[src/rtl/tsa_pkg.sv]
package tsa_pkg;
  localparam int unsigned COORD_W = 9;   // 512-pixel map per axis
  localparam int unsigned TILE_SH = 3;   // 8x8 pixel tiles
  localparam int unsigned TILE_W  = COORD_W - TILE_SH;
  localparam int unsigned INDEX_W = 2 * TILE_W;

  typedef struct packed {
    logic               enable;
    logic [COORD_W-1:0] vofs;
    logic               line_sel;
    logic [COORD_W-1:0] hofs;
  } scroll_f_t;

  function automatic scroll_f_t unpack_scroll(input logic [31:0] w);
    scroll_f_t f;
    f.enable   = w[31];
    f.vofs     = w[16 +: COORD_W];
    f.line_sel = w[15];
    f.hofs     = w[0 +: COORD_W];
    return f;
  endfunction
endpackage

[src/rtl/tsa_coord_map.sv]
module tsa_coord_map
  import tsa_pkg::*;
#(
  parameter int unsigned ADDR_W      = 18,
  parameter int unsigned NUM_LAYERS  = 4,
  parameter int unsigned NAME_BASE   = 32'h3E000,
  parameter int unsigned NAME_STRIDE = 32'h800,
  localparam int unsigned LAYER_W    = $clog2(NUM_LAYERS)
) (
  input  logic [LAYER_W-1:0] layer,
  input  logic [COORD_W-1:0] px,
  input  logic [COORD_W-1:0] py,
  input  logic [COORD_W-1:0] hofs,
  input  logic [COORD_W-1:0] vofs,
  output logic [ADDR_W-1:0]  word_addr,
  output logic               half_hi,
  output logic [TILE_SH-1:0] row,
  output logic [TILE_SH-1:0] col
);
  logic [ADDR_W-1:0]  base_tab [NUM_LAYERS];
  logic [COORD_W-1:0] mx, my;
  logic [INDEX_W-1:0] idx;

  for (genvar g = 0; g < NUM_LAYERS; g++) begin : g_base
    assign base_tab[g] = ADDR_W'(NAME_BASE + g * NAME_STRIDE);
  end

  always_comb begin
    mx        = px + hofs;   // natural wrap at 512
    my        = py + vofs;
    idx       = {my[COORD_W-1:TILE_SH], mx[COORD_W-1:TILE_SH]};
    word_addr = base_tab[layer] + ADDR_W'(idx[INDEX_W-1:1]);
    half_hi   = ~idx[0];
    row       = my[TILE_SH-1:0];
    col       = mx[TILE_SH-1:0];
  end
endmodule

[src/rtl/tsa_line_cache.sv]
module tsa_line_cache
  import tsa_pkg::*;
#(
  parameter int unsigned ADDR_W      = 18,
  parameter int unsigned NUM_LAYERS  = 4,
  parameter int unsigned LINE_BASE   = 32'h3D800,
  parameter int unsigned LINE_STRIDE = 32'h100,
  localparam int unsigned LAYER_W    = $clog2(NUM_LAYERS)
) (
  input  logic               clk,
  input  logic               rst_n,
  input  logic               lookup,
  input  logic [LAYER_W-1:0] layer,
  input  logic [COORD_W-1:0] line,
  output logic               miss,
  output logic               busy,
  output logic [COORD_W-1:0] line_hofs,
  output logic               rd_req,
  output logic [ADDR_W-1:0]  rd_addr,
  input  logic               rd_ack,
  input  logic [31:0]        rd_data
);
  typedef enum logic {ST_IDLE, ST_FETCH} st_t;

  st_t                st_q, st_d;
  logic               tag_vld_q, tag_vld_d;
  logic [LAYER_W-1:0] tag_layer_q, tag_layer_d;
  logic [COORD_W-1:0] tag_line_q, tag_line_d;
  logic [COORD_W-1:0] hofs_q, hofs_d;
  logic [ADDR_W-1:0]  addr_q, addr_d;
  logic [ADDR_W-1:0]  base_tab [NUM_LAYERS];

  for (genvar g = 0; g < NUM_LAYERS; g++) begin : g_base
    assign base_tab[g] = ADDR_W'(LINE_BASE + g * LINE_STRIDE);
  end

  assign miss = lookup && !(tag_vld_q && tag_layer_q == layer && tag_line_q == line);

  always_comb begin
    st_d        = st_q;
    tag_vld_d   = tag_vld_q;
    tag_layer_d = tag_layer_q;
    tag_line_d  = tag_line_q;
    hofs_d      = hofs_q;
    addr_d      = addr_q;
    unique case (st_q)
      ST_IDLE: if (miss) begin
        st_d        = ST_FETCH;
        tag_vld_d   = 1'b0;
        tag_layer_d = layer;
        tag_line_d  = line;
        addr_d      = base_tab[layer] + ADDR_W'(line[COORD_W-1:1]);
      end
      ST_FETCH: if (rd_ack) begin
        st_d      = ST_IDLE;
        tag_vld_d = 1'b1;
        hofs_d    = tag_line_q[0] ? rd_data[COORD_W-1:0] : rd_data[16 +: COORD_W];
      end
      default: st_d = ST_IDLE;
    endcase
  end

  always_ff @(posedge clk or negedge rst_n) begin
    if (!rst_n) begin
      st_q        <= ST_IDLE;
      tag_vld_q   <= 1'b0;
      tag_layer_q <= '0;
      tag_line_q  <= '0;
      hofs_q      <= '0;
      addr_q      <= '0;
    end else begin
      st_q        <= st_d;
      tag_vld_q   <= tag_vld_d;
      tag_layer_q <= tag_layer_d;
      tag_line_q  <= tag_line_d;
      hofs_q      <= hofs_d;
      addr_q      <= addr_d;
    end
  end

  assign busy      = (st_q == ST_FETCH);
  assign rd_req    = busy;
  assign rd_addr   = addr_q;
  assign line_hofs = hofs_q;

  logic unused_data;
  assign unused_data = ^{rd_data[31:16+COORD_W], rd_data[15:COORD_W]};

  // address held for the whole read
  a_r7_addr_hold: assert property (@(posedge clk) disable iff (!rst_n)
    (rd_req && !rd_ack) |=> (rd_req && $stable(rd_addr)));
  // a completed read is not repeated at once
  a_r6_single_read: assert property (@(posedge clk) disable iff (!rst_n)
    (rd_req && rd_ack) |=> !rd_req);
endmodule

[src/rtl/tmap_scroll_agen.sv]
module tmap_scroll_agen
  import tsa_pkg::*;
#(
  parameter int unsigned ADDR_W      = 18,
  parameter int unsigned NUM_LAYERS  = 4,
  parameter int unsigned NAME_BASE   = 32'h3E000,
  parameter int unsigned NAME_STRIDE = 32'h800,
  parameter int unsigned LINE_BASE   = 32'h3D800,
  parameter int unsigned LINE_STRIDE = 32'h100,
  localparam int unsigned LAYER_W    = $clog2(NUM_LAYERS)
) (
  input  logic               clk,
  input  logic               rst_n,
  input  logic               in_valid,
  output logic               in_ready,
  input  logic [LAYER_W-1:0] in_layer,
  input  logic [COORD_W-1:0] in_x,
  input  logic [COORD_W-1:0] in_y,
  input  logic [31:0]        in_scroll,
  output logic               rd_req,
  output logic [ADDR_W-1:0]  rd_addr,
  input  logic               rd_ack,
  input  logic [31:0]        rd_data,
  output logic               out_valid,
  output logic               out_enabled,
  output logic [ADDR_W-1:0]  out_addr,
  output logic               out_half_hi,
  output logic [TILE_SH-1:0] out_row,
  output logic [TILE_SH-1:0] out_col
);
  scroll_f_t          fld;
  logic               miss, busy, accept;
  logic [COORD_W-1:0] line_hofs, hofs_sel;
  logic [ADDR_W-1:0]  map_addr;
  logic               map_half;
  logic [TILE_SH-1:0] map_row, map_col;

  assign fld = unpack_scroll(in_scroll);

  tsa_line_cache #(
    .ADDR_W(ADDR_W), .NUM_LAYERS(NUM_LAYERS),
    .LINE_BASE(LINE_BASE), .LINE_STRIDE(LINE_STRIDE)
  ) u_cache (
    .clk(clk), .rst_n(rst_n),
    .lookup(in_valid && fld.line_sel),
    .layer(in_layer), .line(in_y),
    .miss(miss), .busy(busy), .line_hofs(line_hofs),
    .rd_req(rd_req), .rd_addr(rd_addr),
    .rd_ack(rd_ack), .rd_data(rd_data)
  );

  assign hofs_sel = fld.line_sel ? line_hofs : fld.hofs;

  tsa_coord_map #(
    .ADDR_W(ADDR_W), .NUM_LAYERS(NUM_LAYERS),
    .NAME_BASE(NAME_BASE), .NAME_STRIDE(NAME_STRIDE)
  ) u_map (
    .layer(in_layer), .px(in_x), .py(in_y),
    .hofs(hofs_sel), .vofs(fld.vofs),
    .word_addr(map_addr), .half_hi(map_half),
    .row(map_row), .col(map_col)
  );

  assign in_ready = !busy && !miss;
  assign accept   = in_valid && in_ready;

  always_ff @(posedge clk or negedge rst_n) begin
    if (!rst_n) begin
      out_valid   <= 1'b0;
      out_enabled <= 1'b0;
      out_addr    <= '0;
      out_half_hi <= 1'b0;
      out_row     <= '0;
      out_col     <= '0;
    end else begin
      out_valid <= accept;
      if (accept) begin
        out_enabled <= fld.enable;
        out_addr    <= map_addr;
        out_half_hi <= map_half;
        out_row     <= map_row;
        out_col     <= map_col;
      end
    end
  end

  logic unused_bits;
  assign unused_bits = ^{in_scroll[30:16+COORD_W], in_scroll[14:COORD_W]};

  // accepted request appears one cycle later
  a_r9_accept_to_valid: assert property (@(posedge clk) disable iff (!rst_n)
    (in_valid && in_ready) |=> out_valid);
  // nothing appears without an acceptance
  a_r9_no_spurious: assert property (@(posedge clk) disable iff (!rst_n)
    !(in_valid && in_ready) |=> !out_valid);
  // no acceptance while a table read is open
  a_r7_stall_on_read: assert property (@(posedge clk) disable iff (!rst_n)
    rd_req |-> !in_ready);
  // enable tag follows the accepted scroll word
  a_r8_enable_tag: assert property (@(posedge clk) disable iff (!rst_n)
    (in_valid && in_ready) |=> (out_enabled == $past(in_scroll[31])));
endmodule

[config.mk]
export PLATFORM = sky130hd
export DESIGN_NAME = tmap_scroll_agen
export DESIGN_NICKNAME = d
export VERILOG_FILES = /design/src/rtl/tsa_pkg.sv /design/src/rtl/tsa_coord_map.sv /design/src/rtl/tsa_line_cache.sv /design/src/rtl/tmap_scroll_agen.sv
export SDC_FILE = /design/constraint.sdc
export NUM_CORES = 1
export LEC_CHECK = 0
export BUFFER_PORTS_ARGS = -buffer_cell sky130_fd_sc_hd__buf_2
export CORE_MARGIN = 1
export CORE_UTILIZATION = 43
export CTS_CLUSTER_SIZE = 14
export DETAILED_ROUTE_END_ITERATION = 10
export PLACE_DENSITY = 0.77
export SLEW_MARGIN = 5
export SYNTH_ARGS = -nofsm -noshare
export SYNTH_HDL_FRONTEND = slang
export SYNTH_SLANG_ARGS = --single-unit
export TNS_END_PERCENT = 30
[constraint.sdc]
create_clock -name clk -period 2.49 [get_ports clk]
set_clock_uncertainty 0.05 [all_clocks]
set_input_delay 0.498 -clock clk [delete_from_list [all_inputs] [get_ports clk]]
set_output_delay 0.498 -clock clk [all_outputs]
set_load 0.005 [all_outputs]
==> run_results.csv, run 1 <==
group,metric,value,unit
placed_design,hpwl,4918,um
power_and_ir_drop,p_sw_frac,0.2945,
power_and_ir_drop,p_int,1.918,mW
clock_network,numCtsBuffers,5,
global_routing,grt.overflow.total,0,
die,coreArea,6459,um2
logic_synthesis,synth-adder-area-share,0.08230,
route,vias,2200,
power_and_ir_drop,combPwrFrac,0.390,
timing,setup_slack,0.1562,ns
power_and_ir_drop,peakVddDrop,0.3121,mV
logic_synthesis,yosys.cell_types.count,37,
worst_setup_path,crit_family,"compound AO/OA/AOI/OAI gates",
final_layout,fin_cells,436,
logic_synthesis,yosys.area.top_type,"dfrtp_1",
die,die_h,84.39,um
global_routing,grt_antenna_before_repair,0,
power_and_ir_drop,finalPower,2.718,mW
logic_synthesis,async_reset_ff_frac,1.000,
timing,finalCriticalPeriod,2.334,ns
global_routing,grt_max_degree,27,
logic_synthesis,yosysSeqAreaShare,0.3943,
worst_setup_path,rrSetupSlack,0.16,ns
power_and_ir_drop,clkPwrFrac,0.204,
route,route.detailed.drc,7,
logic_synthesis,synth_area_leaders,"dfrtp_1 (39%), mux2_4 (8.2%), mux2_2 (7.3%)",
timing,period_share,0.9373,
logic_synthesis,synth_top_cell_area_share,0.3943,
timing,setup_viol,0,
die,fp.dieW,84.39,um
worst_setup_path,crit_top_cell,"mux2_4",
worst_setup_path,slowest_delay,0.39,ns
global_routing,grt_usage,0.1808,
final_layout,n_fill_cell,580,
worst_setup_path,cp.arrival,2.46,ns
clock_network,hold_buffers,0,
worst_setup_path,cp_data_required_time,2.62,ns
placed_design,dp_slack,-0.1525,ns
worst_setup_path,r2r-start,"u_cache.line_hofs[0]$_DFFE_PN0P_",
placed_design,gp_congestion,0.8865,
logic_synthesis,synth.most_common_cell,"dfrtp_1",
logic_synthesis,synth_common_cells,"dfrtp_1 (46), buf_4 (19), mux2_2 (19), xnor2_1 (19)",
clock_network,htreeDepth,2,
route,drt_iter0_drc,55,
flow_run,max_cap_violations,0,
clock_network,tritoncts,"yes",
route,routed_wl,6064,um
logic_synthesis,synth_compound_area_frac,0.08958,
final_layout,antenna_cells,0,
worst_setup_path,path_buf_inv,0,
timing,drv_slew,0,
timing,worst_pin_slew,0.6214,ns
logic_synthesis,muxShareOfSynthArea,0.2083,
worst_setup_path,path_max_fanout,2,
clock_network,clockBufferDepth,2,
worst_setup_path,path_class,"register to register",
status,violations,"design-rule violations",
placed_design,place_area,3517,um2
worst_setup_path,cp_num_cells,8,
worst_setup_path,crit_path_end,"out_addr[4]$_DFFE_PN0P_",
status,outcome,"finished, violations left",
worst_setup_path,path_cells,"mux2_4 > ha_4 > fa_2 > a211oi_2 > o21ai_1 > o31ai_1 > xnor2_1 > mux2_4",
timing,max_freq,0.4285,GHz
worst_setup_path,critPathLaunchType,"register",
timing,maxSlewHeadroom,0.5857,
die,die-area,7122,um2
placed_design,placed_cells,429,
global_routing,grt_pass1_vias,2232,
power_and_ir_drop,cellPowerDensity,748.9,nW/um2
worst_hold_path,hold_class,"input pin to asynchronous set/reset pin",
worst_setup_path,cp-startpoint,"u_cache.line_hofs[0]$_DFFE_PN0P_",
logic_synthesis,synth-simple-area-share,0.07287,
die,start_util,0.4520,
die,pin_count,135,
final_layout,final_layout_size_suffix_gt1_frac,0.4763,
logic_synthesis,synth_seq_cells,46,
route,wl_per_cell,13.91,um
worst_setup_path,r2r-end,"out_addr[4]$_DFFE_PN0P_",
clock_network,cts.repair.resized,0,
worst_setup_path,critPathSlowestCell,"fa_2",
logic_synthesis,synthFlopType,"dfrtp_1",
clock_network,clkTransAtPathRegs,0.08,ns
route,drt_pass1_iterations,7,
clock_network,cts_num_sinks,46,
timing,rsz0062_at_grt,"false",
worst_setup_path,rr_worst_depth,8,
logic_synthesis,synth_edf_count,0,
clock_network,cts_setup_buffers,0,
logic_synthesis,synth_top_family_by_area,"multiplexers",
logic_synthesis,syn_area_per_cell,11.45,um2
final_layout,finalInstanceArea,3630,um2
final_layout,area_growth,24.35,%
placed_design,io_buffers,106,
die,rows,29,
power_and_ir_drop,leakage,1.797,nW
global_routing,grt_pass1_wl,10030,um
clock_network,ctsRootBufferMaster,"clkbuf_8",
route,drt-vias-per-instance,5.046,
final_layout,num-nets-final,465,
logic_synthesis,synth_warnings,0,
timing,final_hold_viol_count,0,
power_and_ir_drop,net-switching-power,0.8007,mW
route,postRouteAntennaNets,0,
clock_network,clock_latency,0.29,ns
logic_synthesis,syn_inst,255,
power_and_ir_drop,power.share.sequential,0.407,
logic_synthesis,netlist_area,2919,um2
worst_setup_path,end_kind,"register",
logic_synthesis,synth_xor_area_frac,0.07501,
power by group through the flow:
| stage | sequential, mW | combinational [mW] | clock, mW |
|---|---|---|---|
| final | 1.11 | 1.06 | 0.554 |
| after global routing | 1.14 | 1.17 | 0.607 |
| after global placement | 1.11 | 1.04 | 0 |
| after floorplan | 1.11 | 0.696 | 0 |
| after CTS | 1.11 | 1.07 | 0.579 |
| after detailed placement | 1.12 | 1.07 | 0 |
per-layer routing:
layer	up-vias	share of wire	global-route usage
met5	-	0	0
met4	0	0.026	0.07550
met3	14	0.039	0.03540
met2	61	0.49	0.3122
met1	1036	0.44	0.2223
li1	1089	-	-
registers in the layout, indices dropped and copies added, names as in the netlist:
name,flops
u_cache.busy,1
u_cache.tag_line_q,8
u_cache.tag_vld_q,1
out_addr,14
out_col,3
u_cache.tag_layer_q,1
out_half_hi,1
u_cache.rd_addr,3
out_enabled,1
out_valid,1
out_row,3
u_cache.line_hofs,9
logic make-up after synthesis:
family,after synthesis
other,1
XOR/XNOR,25
flip-flops,46
AND/OR/NAND/NOR,39
multiplexers,50
adder cells (fa/ha/maj),18
buffers and inverters,34
AO/OA/AOI/OAI,42
cell usage in the layout (no fill, tap or decap), types with 3 or more instances in the layout:
| cell type | netlist | final |
|---|---|---|
| a211oi_1 | 4 | 3 |
| nor2_1 | 17 | 17 |
| buf_2 | 1 | 106 |
| a21oi_1 | 17 | 17 |
| dfrtp_1 | 46 | 46 |
| mux2_4 | 16 | 17 |
| mux2_1 | 3 | 3 |
| nand4_1 | 3 | 3 |
| mux2_2 | 19 | 18 |
| clkbuf_8 | 0 | 6 |
| nor2b_1 | 4 | 4 |
| inv_1 | 7 | 7 |
| xor2_1 | 6 | 6 |
| ha_1 | 16 | 15 |
| mux2i_1 | 12 | 12 |
| xnor2_1 | 19 | 19 |
| a21o_1 | 3 | 3 |
| nand2b_1 | 3 | 3 |
| o21ai_0 | 8 | 7 |
| buf_4 | 19 | 16 |
| a31oi_1 | 3 | 3 |
worst min-delay path by stage:
stage / to / startpoint
finish: u_cache.tag_line_q[6]$_DFFE_PN0P_ / rst_n
CTS: out_enabled$_DFFE_PN0P_ / rst_n
floorplan: out_addr[0]$_DFFE_PN0P_ / rst_n
global placement: u_cache.tag_vld_q$_DFFE_PN0P_ / u_cache.tag_vld_q$_DFFE_PN0P_
detailed placement: u_cache.tag_vld_q$_DFFE_PN0P_ / u_cache.tag_vld_q$_DFFE_PN0P_
global route: u_cache.tag_line_q[6]$_DFFE_PN0P_ / rst_n
layout make-up:
cell class,instances,area (um2),share of cell area
multi-input combinational,176,1573,0.4333
sequential,46,1151,0.3171
timing repair buffer,123,670.6,0.1848
tap,77,96.34,0.02654
clock buffer,6,82.58,0.02275
clock inverter,1,30.03,0.008273
inverter,7,26.28,0.007239
through the flow:
| stage | utilization | hold WS [ns] | setup TNS (ns) |
|---|---|---|---|
| 6_report | 0.5620 | 0.1474 | 0 |
| 5_1_grt | 0.5620 | 0.1734 | 0 |
| 4_1_cts | 0.5620 | 0.1559 | 0 |
| 3_5_place_dp | 0.5446 | 0.4383 | -0.2405 |
| 3_3_place_gp | 0.5446 | 0.4313 | -0.1617 |
| 2_1_floorplan | - | 0.1524 | -0.06982 |
worst register-to-register path: cells and delay by family (launching register included):
| family | cells | cell delay [ns] |
|---|---|---|
| adder cells (fa/ha/maj) | 2 | 0.56 |
| multiplexers | 2 | 0.53 |
| flip-flops | 1 | 0.38 |
| AO/OA/AOI/OAI | 3 | 0.58 |
| XOR/XNOR | 1 | 0.10 |
(Power assumes the default switching activity.)
==> run 2: changes to the inputs <==
--- a/config.mk
+++ b/config.mk
@@ -5,12 +5,14 @@
 export SDC_FILE = /design/constraint.sdc
 export NUM_CORES = 1
 export LEC_CHECK = 0
+export ABC_AREA = 1
 export BUFFER_PORTS_ARGS = -buffer_cell sky130_fd_sc_hd__buf_2
 export CORE_MARGIN = 1
-export CORE_UTILIZATION = 43
+export CORE_UTILIZATION = 48
 export CTS_CLUSTER_SIZE = 14
 export DETAILED_ROUTE_END_ITERATION = 10
-export PLACE_DENSITY = 0.77
+export GPL_TIMING_DRIVEN = 0
+export PLACE_DENSITY = 0.81
 export SLEW_MARGIN = 5
 export SYNTH_ARGS = -nofsm -noshare
 export SYNTH_HDL_FRONTEND = slang
==> constraint.sdc (replaced) <==
create_clock -name clk -period 2.2 [get_ports clk]
set_clock_uncertainty 0.05 [all_clocks]
set_input_delay 0.44 -clock clk [delete_from_list [all_inputs] [get_ports clk]]
set_output_delay 0.44 -clock clk [all_outputs]
set_load 0.005 [all_outputs]
==> run 2 against run 1 <==
  * The run now ends clean
  * Synthesized cell count is 74% higher
  * Critical path depth is 6 higher
  * Hold slack better by 0.11 ns
  * Sequential power is 21% higher
  * Design area is 6.3% higher
  * Routed wire length is 21% higher
  * Largest cell class unchanged
  * Largest power group is now combinational cells
==> run_results.csv, run 2 <==
group,metric,value,unit
worst_setup_path,cp.arrival,2.18,ns
die,die_h,82.60,um
timing,maxSlewHeadroom,0.3137,
timing,worst_pin_slew,1.029,ns
final_layout,largest-register,"out_addr",
route,wl_per_cell,11.58,um
route,vias,3045,
final_layout,register_area,1151,um2
final_layout,area_growth,23.72,%
die,coreArea,6096,um2
worst_setup_path,cp_num_cells,14,
final_layout,num-nets-final,664,
final_layout,final_cell_mix,"nand2_1 (166), buf_2 (108), inv_1 (64)",
timing,rsz0062_at_grt,"false",
logic_synthesis,async_reset_ff_frac,1.000,
final_layout,layout_commonest_cell,"nand2_1",
worst_setup_path,path_cells,"buf_2 > inv_2 > buf_6 > o21ai_0 > ha_2 > fa_1 > nand3_1 > nand2_1 > nand2_1 > nand2_1 > nand2_1 > nand2_1 > nand4_1 > nand2_1",
worst_setup_path,crit_top_cell,"nand2_1",
global_routing,grt_usage,0.2232,
worst_setup_path,critPathLaunchType,"input pin",
clock_network,clkTransAtPathRegs,0.09,ns
power_and_ir_drop,power.share.sequential,0.407,
worst_setup_path,crit_family,"simple AND/OR/NAND/NOR gates",
die,fp.dieW,82.60,um
logic_synthesis,yosysSeqAreaShare,0.3692,
placed_design,hpwl,5939,um
logic_synthesis,synth_top_cell_area_share,0.3692,
worst_setup_path,end_kind,"register",
final_layout,largest_reg_flops,14,
timing,hold_ws,0.2602,ns
logic_synthesis,syn_area_per_cell,7.038,um2
global_routing,grt_pass1_vias,2644,
worst_setup_path,cp_data_required_time,2.34,ns
timing,finalCriticalPeriod,2.039,ns
logic_synthesis,synth_common_cells,"nand2_1 (166), inv_1 (66), dfrtp_1 (46)",
timing,setup_tns,0,ns
route,drt_pass1_iterations,6,
power_and_ir_drop,net-switching-power,1.249,mW
global_routing,grt_antenna_before_repair,0,
route,drt-vias-per-instance,4.803,
power_and_ir_drop,peakVddDrop,0.4539,mV
final_layout,multi_input_area,1505,um2
route,postRouteAntennaNets,0,
logic_synthesis,synthFlopType,"dfrtp_1",
timing,drv_slew,0,
status,outcome,"complete, no violations",
final_layout,n_fill_cell,584,
placed_design,dp_slack,-0.4469,ns
final_layout,fin_util,0.6328,
final_layout,final_layout_size_suffix_gt1_frac,0.2683,
clock_network,clockBufferDepth,2,
route,route.detailed.drc,0,
die,rows,28,
power_and_ir_drop,cellPowerDensity,856.0,nW/um2
timing,setup_viol,0,
clock_network,htreeDepth,2,
power_and_ir_drop,combPwrFrac,0.432,
logic_synthesis,yosys.area.top_type,"dfrtp_1",
clock_network,ctsRootBufferMaster,"clkbuf_8",
clock_network,numCtsBuffers,5,
global_routing,grt.overflow.total,0,
worst_setup_path,path_class,"input pin to register",
placed_design,gp_congestion,0.8813,
logic_synthesis,synth_edf_count,0,
power_and_ir_drop,p_sw_frac,0.3783,
worst_setup_path,path_max_fanout,10,
die,start_util,0.5115,
placed_design,io_buffers,106,
power_and_ir_drop,p_int,2.053,mW
logic_synthesis,netlist_area,3118,um2
worst_setup_path,rr_worst_depth,12,
final_layout,antenna_cells,0,
logic_synthesis,synth.most_common_cell,"nand2_1",
global_routing,grt_pass1_wl,11500,um
clock_network,clock_latency,0.30,ns
route,drt_iter0_drc,107,
route,routed_wl,7340,um
power_and_ir_drop,finalPower,3.302,mW
timing,max_freq,0.4904,GHz
logic_synthesis,yosys.cell_types.count,25,
power_and_ir_drop,leakage,2.333,nW
clock_network,tritoncts,"yes",
logic_synthesis,synth_seq_cells,46,
worst_setup_path,critPathSlowestCell,"fa_1",
worst_setup_path,slowest_delay,0.39,ns
clock_network,cts_num_sinks,46,
worst_setup_path,rrSetupSlack,0.24,ns
global_routing,grt_max_degree,47,
timing,final_hold_viol_count,0,
worst_setup_path,path_buf_inv,3,
logic_synthesis,synth_area_leaders,"dfrtp_1 (37%), nand2_1 (20%), inv_1 (7.9%)",
timing,period_share,0.9269,
die,pin_count,135,
power_and_ir_drop,clkPwrFrac,0.162,
flow_run,max_cap_violations,0,
timing,setup_slack,0.1609,ns
worst_hold_path,hold_class,"input pin to asynchronous set/reset pin",
logic_synthesis,synth_warnings,0,
die,die-area,6822,um2
logic_synthesis,syn_inst,443,
-- run 2: cell types whose count changed in the layout (fill, tap and decap cells not counted), sizes merged, moves of 12 or more --
cell,previous run,this run
mux2,38,0
o21ai,8,28
nand3,2,16
inv,7,67
mux2i,12,0
nand2,0,168
nand4,3,21
xnor2,19,1
-- run 2: worst register-to-register path: cells and delay by family (launching register included) --
kind / cells / cell delay (ns)
AOI/OAI and AO/OA: 1 / 0.13
adders and majority gates: 2 / 0.60
buffers and inverters: 1 / 0.06
DFF: 1 / 0.37
and+or+nand+nor: 8 / 0.64
-- run 2: metrics by stage --
step	instances	instance area (um2)
after floorplan	444	3122
after global placement	625	3746
after detailed placement	625	3746
after CTS	633	3841
after global routing	634	3857
final	634	3857
-- run 2: what timing repair did --
action                                  4_1_cts  5_1_grt
endpoints found under the setup margin        3        4
hold buffers                                  0        0
resized for setup                             2        6
pin swaps                                     0        1
setup buffers                                 0        1
-- run 2: worst paths after layout --
kind / to / from
worst max-delay path: out_addr[4]$_DFFE_PN0P_ / in_scroll[15]
worst min-delay path: u_cache.tag_line_q[6]$_DFFE_PN0P_ / rst_n
worst max register to register: out_addr[4]$_DFFE_PN0P_ / u_cache.line_hofs[0]$_DFFE_PN0P_
worst min register to register: out_addr[10]$_DFFE_PN0P_ / out_addr[10]$_DFFE_PN0P_
max in group asynchronous: out_addr[2]$_DFFE_PN0P_ / rst_n
min in group clk: u_cache.tag_vld_q$_DFFE_PN0P_ / rd_ack
-- run 2: power by group through the flow --
stage,Combinational [mW],Sequential (mW),Clock [mW]
2_1_floorplan,0.902,1.35,0
3_3_place_gp,1.39,1.34,0
3_5_place_dp,1.43,1.35,0
4_1_cts,1.43,1.34,0.547
5_1_grt,1.66,1.39,0.589
6_report,1.43,1.34,0.534
-- run 2: cell type report --
type,instances,share of cell area
Sequential cell,46,0.2984
Clock buffer,7,0.02238
Timing Repair Buffer,107,0.1395
Clock inverter,1,0.001297
Inverter,67,0.06585
Tap cell,75,0.02433
Multi-Input combinational cell,299,0.3902
Buffer,32,0.05806
-- run 2: logic make-up (layout without fill, tap and decap cells) --
kind of cell,after synthesis,in the layout,synth area share
other cells,1,2,0.001203
fa+ha+maj,18,18,0.07705
simple gates,227,227,0.3070
xor+xnor,7,7,0.01966
flops,46,46,0.3692
compound gates,45,45,0.07584
buf+inv,99,214,0.1501
-- run 2: per-layer routing --
metal,vias to the layer above,part of all wire,track usage,wire length (um)
met5,-,0,0,0
met2,82,0.47,0.3653,3469
met3,14,0.046,0.03736,340
met1,1347,0.46,0.2932,3399
li1,1602,-,-,-
met4,0,0.018,0.08793,131
==> run 3: changes to the inputs <==
--- a/config.mk
+++ b/config.mk
@@ -6,14 +6,13 @@
 export NUM_CORES = 1
 export LEC_CHECK = 0
 export ABC_AREA = 1
-export BUFFER_PORTS_ARGS = -buffer_cell sky130_fd_sc_hd__buf_2
 export CORE_MARGIN = 1
-export CORE_UTILIZATION = 48
+export CORE_UTILIZATION = 64
 export CTS_CLUSTER_SIZE = 14
 export DETAILED_ROUTE_END_ITERATION = 10
+export DONT_BUFFER_PORTS = 1
 export GPL_TIMING_DRIVEN = 0
-export PLACE_DENSITY = 0.81
-export SLEW_MARGIN = 5
+export PLACE_DENSITY = 0.8
 export SYNTH_ARGS = -nofsm -noshare
 export SYNTH_HDL_FRONTEND = slang
 export SYNTH_SLANG_ARGS = --single-unit
==> run 3 against run 2 <==
  * Power decreased by 1.2%
  * Sequential share of layout area grew 4.3 points
  * Maximum frequency increased by 2.0%
  * Cell count down 20%
  * Die area is 24% lower
  * First-iteration DRC count rose by 6.5%
  * Design area fell by 13%
  * Critical path type is now register to primary output
  * Critical endpoint is now in_ready
  * Largest cell class unchanged
==> run_results.csv, run 3 (same netlist as run 2, synthesis figures left out) <==
group,metric,value,unit
final_layout,largest_reg_flops,14,
route,routed_wl,6649,um
worst_setup_path,path_class,"register to primary output",
final_layout,num-nets-final,558,
timing,max_freq,0.5005,GHz
timing,rsz0062_at_grt,"false",
timing,drv_slew,0,
clock_network,htreeDepth,2,
placed_design,dp_slack,-0.2911,ns
global_routing,grt_max_degree,47,
route,wl_per_cell,13.11,um
die,rows,25,
power_and_ir_drop,peakVddDrop,0.6376,mV
route,drt_iter0_drc,114,
timing,setup_viol,0,
global_routing,grt_pass1_vias,2361,
worst_setup_path,r2r-start,"u_cache.line_hofs[0]$_DFFE_PN0P_",
placed_design,hpwl,5258,um
die,coreArea,4692,um2
route,drt_pass1_iterations,4,
placed_design,io_buffers,0,
route,route.detailed.drc,0,
timing,final_hold_viol_count,0,
global_routing,grt_antenna_before_repair,0,
final_layout,layout_commonest_cell,"nand2_1",
route,vias,2667,
worst_setup_path,cp.arrival,1.51,ns
worst_setup_path,end_kind,"primary output",
die,start_util,0.6645,
final_layout,antenna_cells,0,
clock_network,tritoncts,"yes",
timing,setup_slack,0.2018,ns
final_layout,fin_util,0.7181,
status,outcome,"complete, no violations",
timing,finalCriticalPeriod,1.998,ns
worst_setup_path,critPathLaunchType,"register",
placed_design,place_area,3189,um2
worst_setup_path,r2r-end,"out_addr[4]$_DFFE_PN0P_",
worst_setup_path,rr_worst_depth,12,
worst_hold_path,worstHoldPathCells,2,
clock_network,numCtsBuffers,5,
worst_setup_path,rrSetupSlack,0.25,ns
power_and_ir_drop,leakage,1.945,nW
global_routing,grt.overflow.total,0,
route,drt-vias-per-instance,5.260,
final_layout,largest-register,"out_addr",
clock_network,ctsRootBufferMaster,"clkbuf_8",
worst_hold_path,worst_hold_path.endpoint,"u_cache.tag_line_q[1]$_DFFE_PN0P_",
final_layout,final_layout_size_suffix_gt1_frac,0.09272,
worst_hold_path,min_from,"in_y[1]",
flow_run,max_cap_violations,0,
worst_setup_path,cp_data_required_time,1.71,ns
power_and_ir_drop,cellPowerDensity,967.9,nW/um2
final_layout,finalInstanceArea,3369,um2
worst_hold_path,hold_class,"input pin to register",
global_routing,grt_usage,0.2634,
die,die-area,5155,um2
placed_design,gp_congestion,0.8144,
clock_network,clock_latency,0.29,ns
clock_network,clockBufferDepth,2,
route,postRouteAntennaNets,0,
global_routing,grt_pass1_wl,10590,um
clock_network,clkTransAtPathRegs,0.08,ns
worst_setup_path,path_max_fanout,10,
die,pin_count,135,
timing,setup_tns,0,ns
clock_network,cts_num_sinks,46,
timing,period_share,0.9083,
final_layout,area_growth,8.066,%
die,die_h,71.80,um
final_layout,final_cell_mix,"nand2_1 (166), inv_1 (65), dfrtp_1 (46)",
timing,hold_ws,0.2248,ns
die,fp.dieW,71.80,um
==> run 3: area by class of cell <==
| cell class | instances | area [um2] |
|---|---|---|
| multi-input cells | 299 | 1503 |
| clock buffers | 6 | 82.58 |
| clock inverters | 2 | 60.06 |
| fillers | 392 | 1323 |
| well taps | 54 | 67.56 |
| plain buffers | 31 | 212.7 |
| inverters | 67 | 255.2 |
| repair buffers | 2 | 37.54 |
| flip-flops and latches | 46 | 1151 |
==> run 3: where the power goes <==
part	internal (mW)	total, mW	switching [mW]
Sequential	1.16	1.39	0.228
Combinational	0.454	1.12	0.664
Clock	0.484	0.754	0.269
Total	2.10	3.26	1.16
==> run 3: repair_timing <==
item / CTS / global route
resized for setup: 0 / 1
hold endpoints to repair: 46 / 0
buffers inserted: 0 / 0
setup endpoints to repair: 1 / 2
hold buffers: 2 / 0
==> run 3: worst max-delay path, stage by stage (launching register included) <==
cell and delay, ns:
dfrtp_1 0.39, inv_2 0.11, nand2_1 0.07, nand2_1 0.05, nor2_1 0.09, nand2_1 0.07
nor2_2 0.09, nand2_2 0.09, nand2_4 0.10, nand2_1 0.05, inv_1 0.11
==> run 3: layer usage <==
layer  global-route usage  up-vias  share of wire  wire, um
li1                     -     1392              -         -
met1               0.3518     1174           0.44      2945
met2               0.4329       95           0.47      3092
met3              0.06610        6          0.080       531
met4              0.06100        0          0.012        79
met5                    0        -              0         0
==> run 3: per-stage QoR <==
stage               total power [mW]  std cells
detailed placement             2.494        498
finish                         3.261        507
global placement               2.440        498
global route                   3.528        507
CTS                            3.273        507
floorplan                      2.251        444
==> run 3: worst max path at each step <==
stage,from,endpoint,slack [ns]
after CTS,in_scroll[15],out_addr[4]$_DFFE_PN0P_,0.19
after global placement,in_scroll[15],out_addr[4]$_DFFE_PN0P_,-0.22
after detailed placement,in_scroll[15],out_addr[4]$_DFFE_PN0P_,-0.29
after floorplan,in_scroll[15],out_addr[4]$_DFFE_PN0P_,0.003
final,u_cache.tag_line_q[0]$_DFFE_PN0P_,in_ready,0.20
after global routing,u_cache.line_hofs[0]$_DFFE_PN0P_,out_addr[4]$_DFFE_PN0P_,0.005
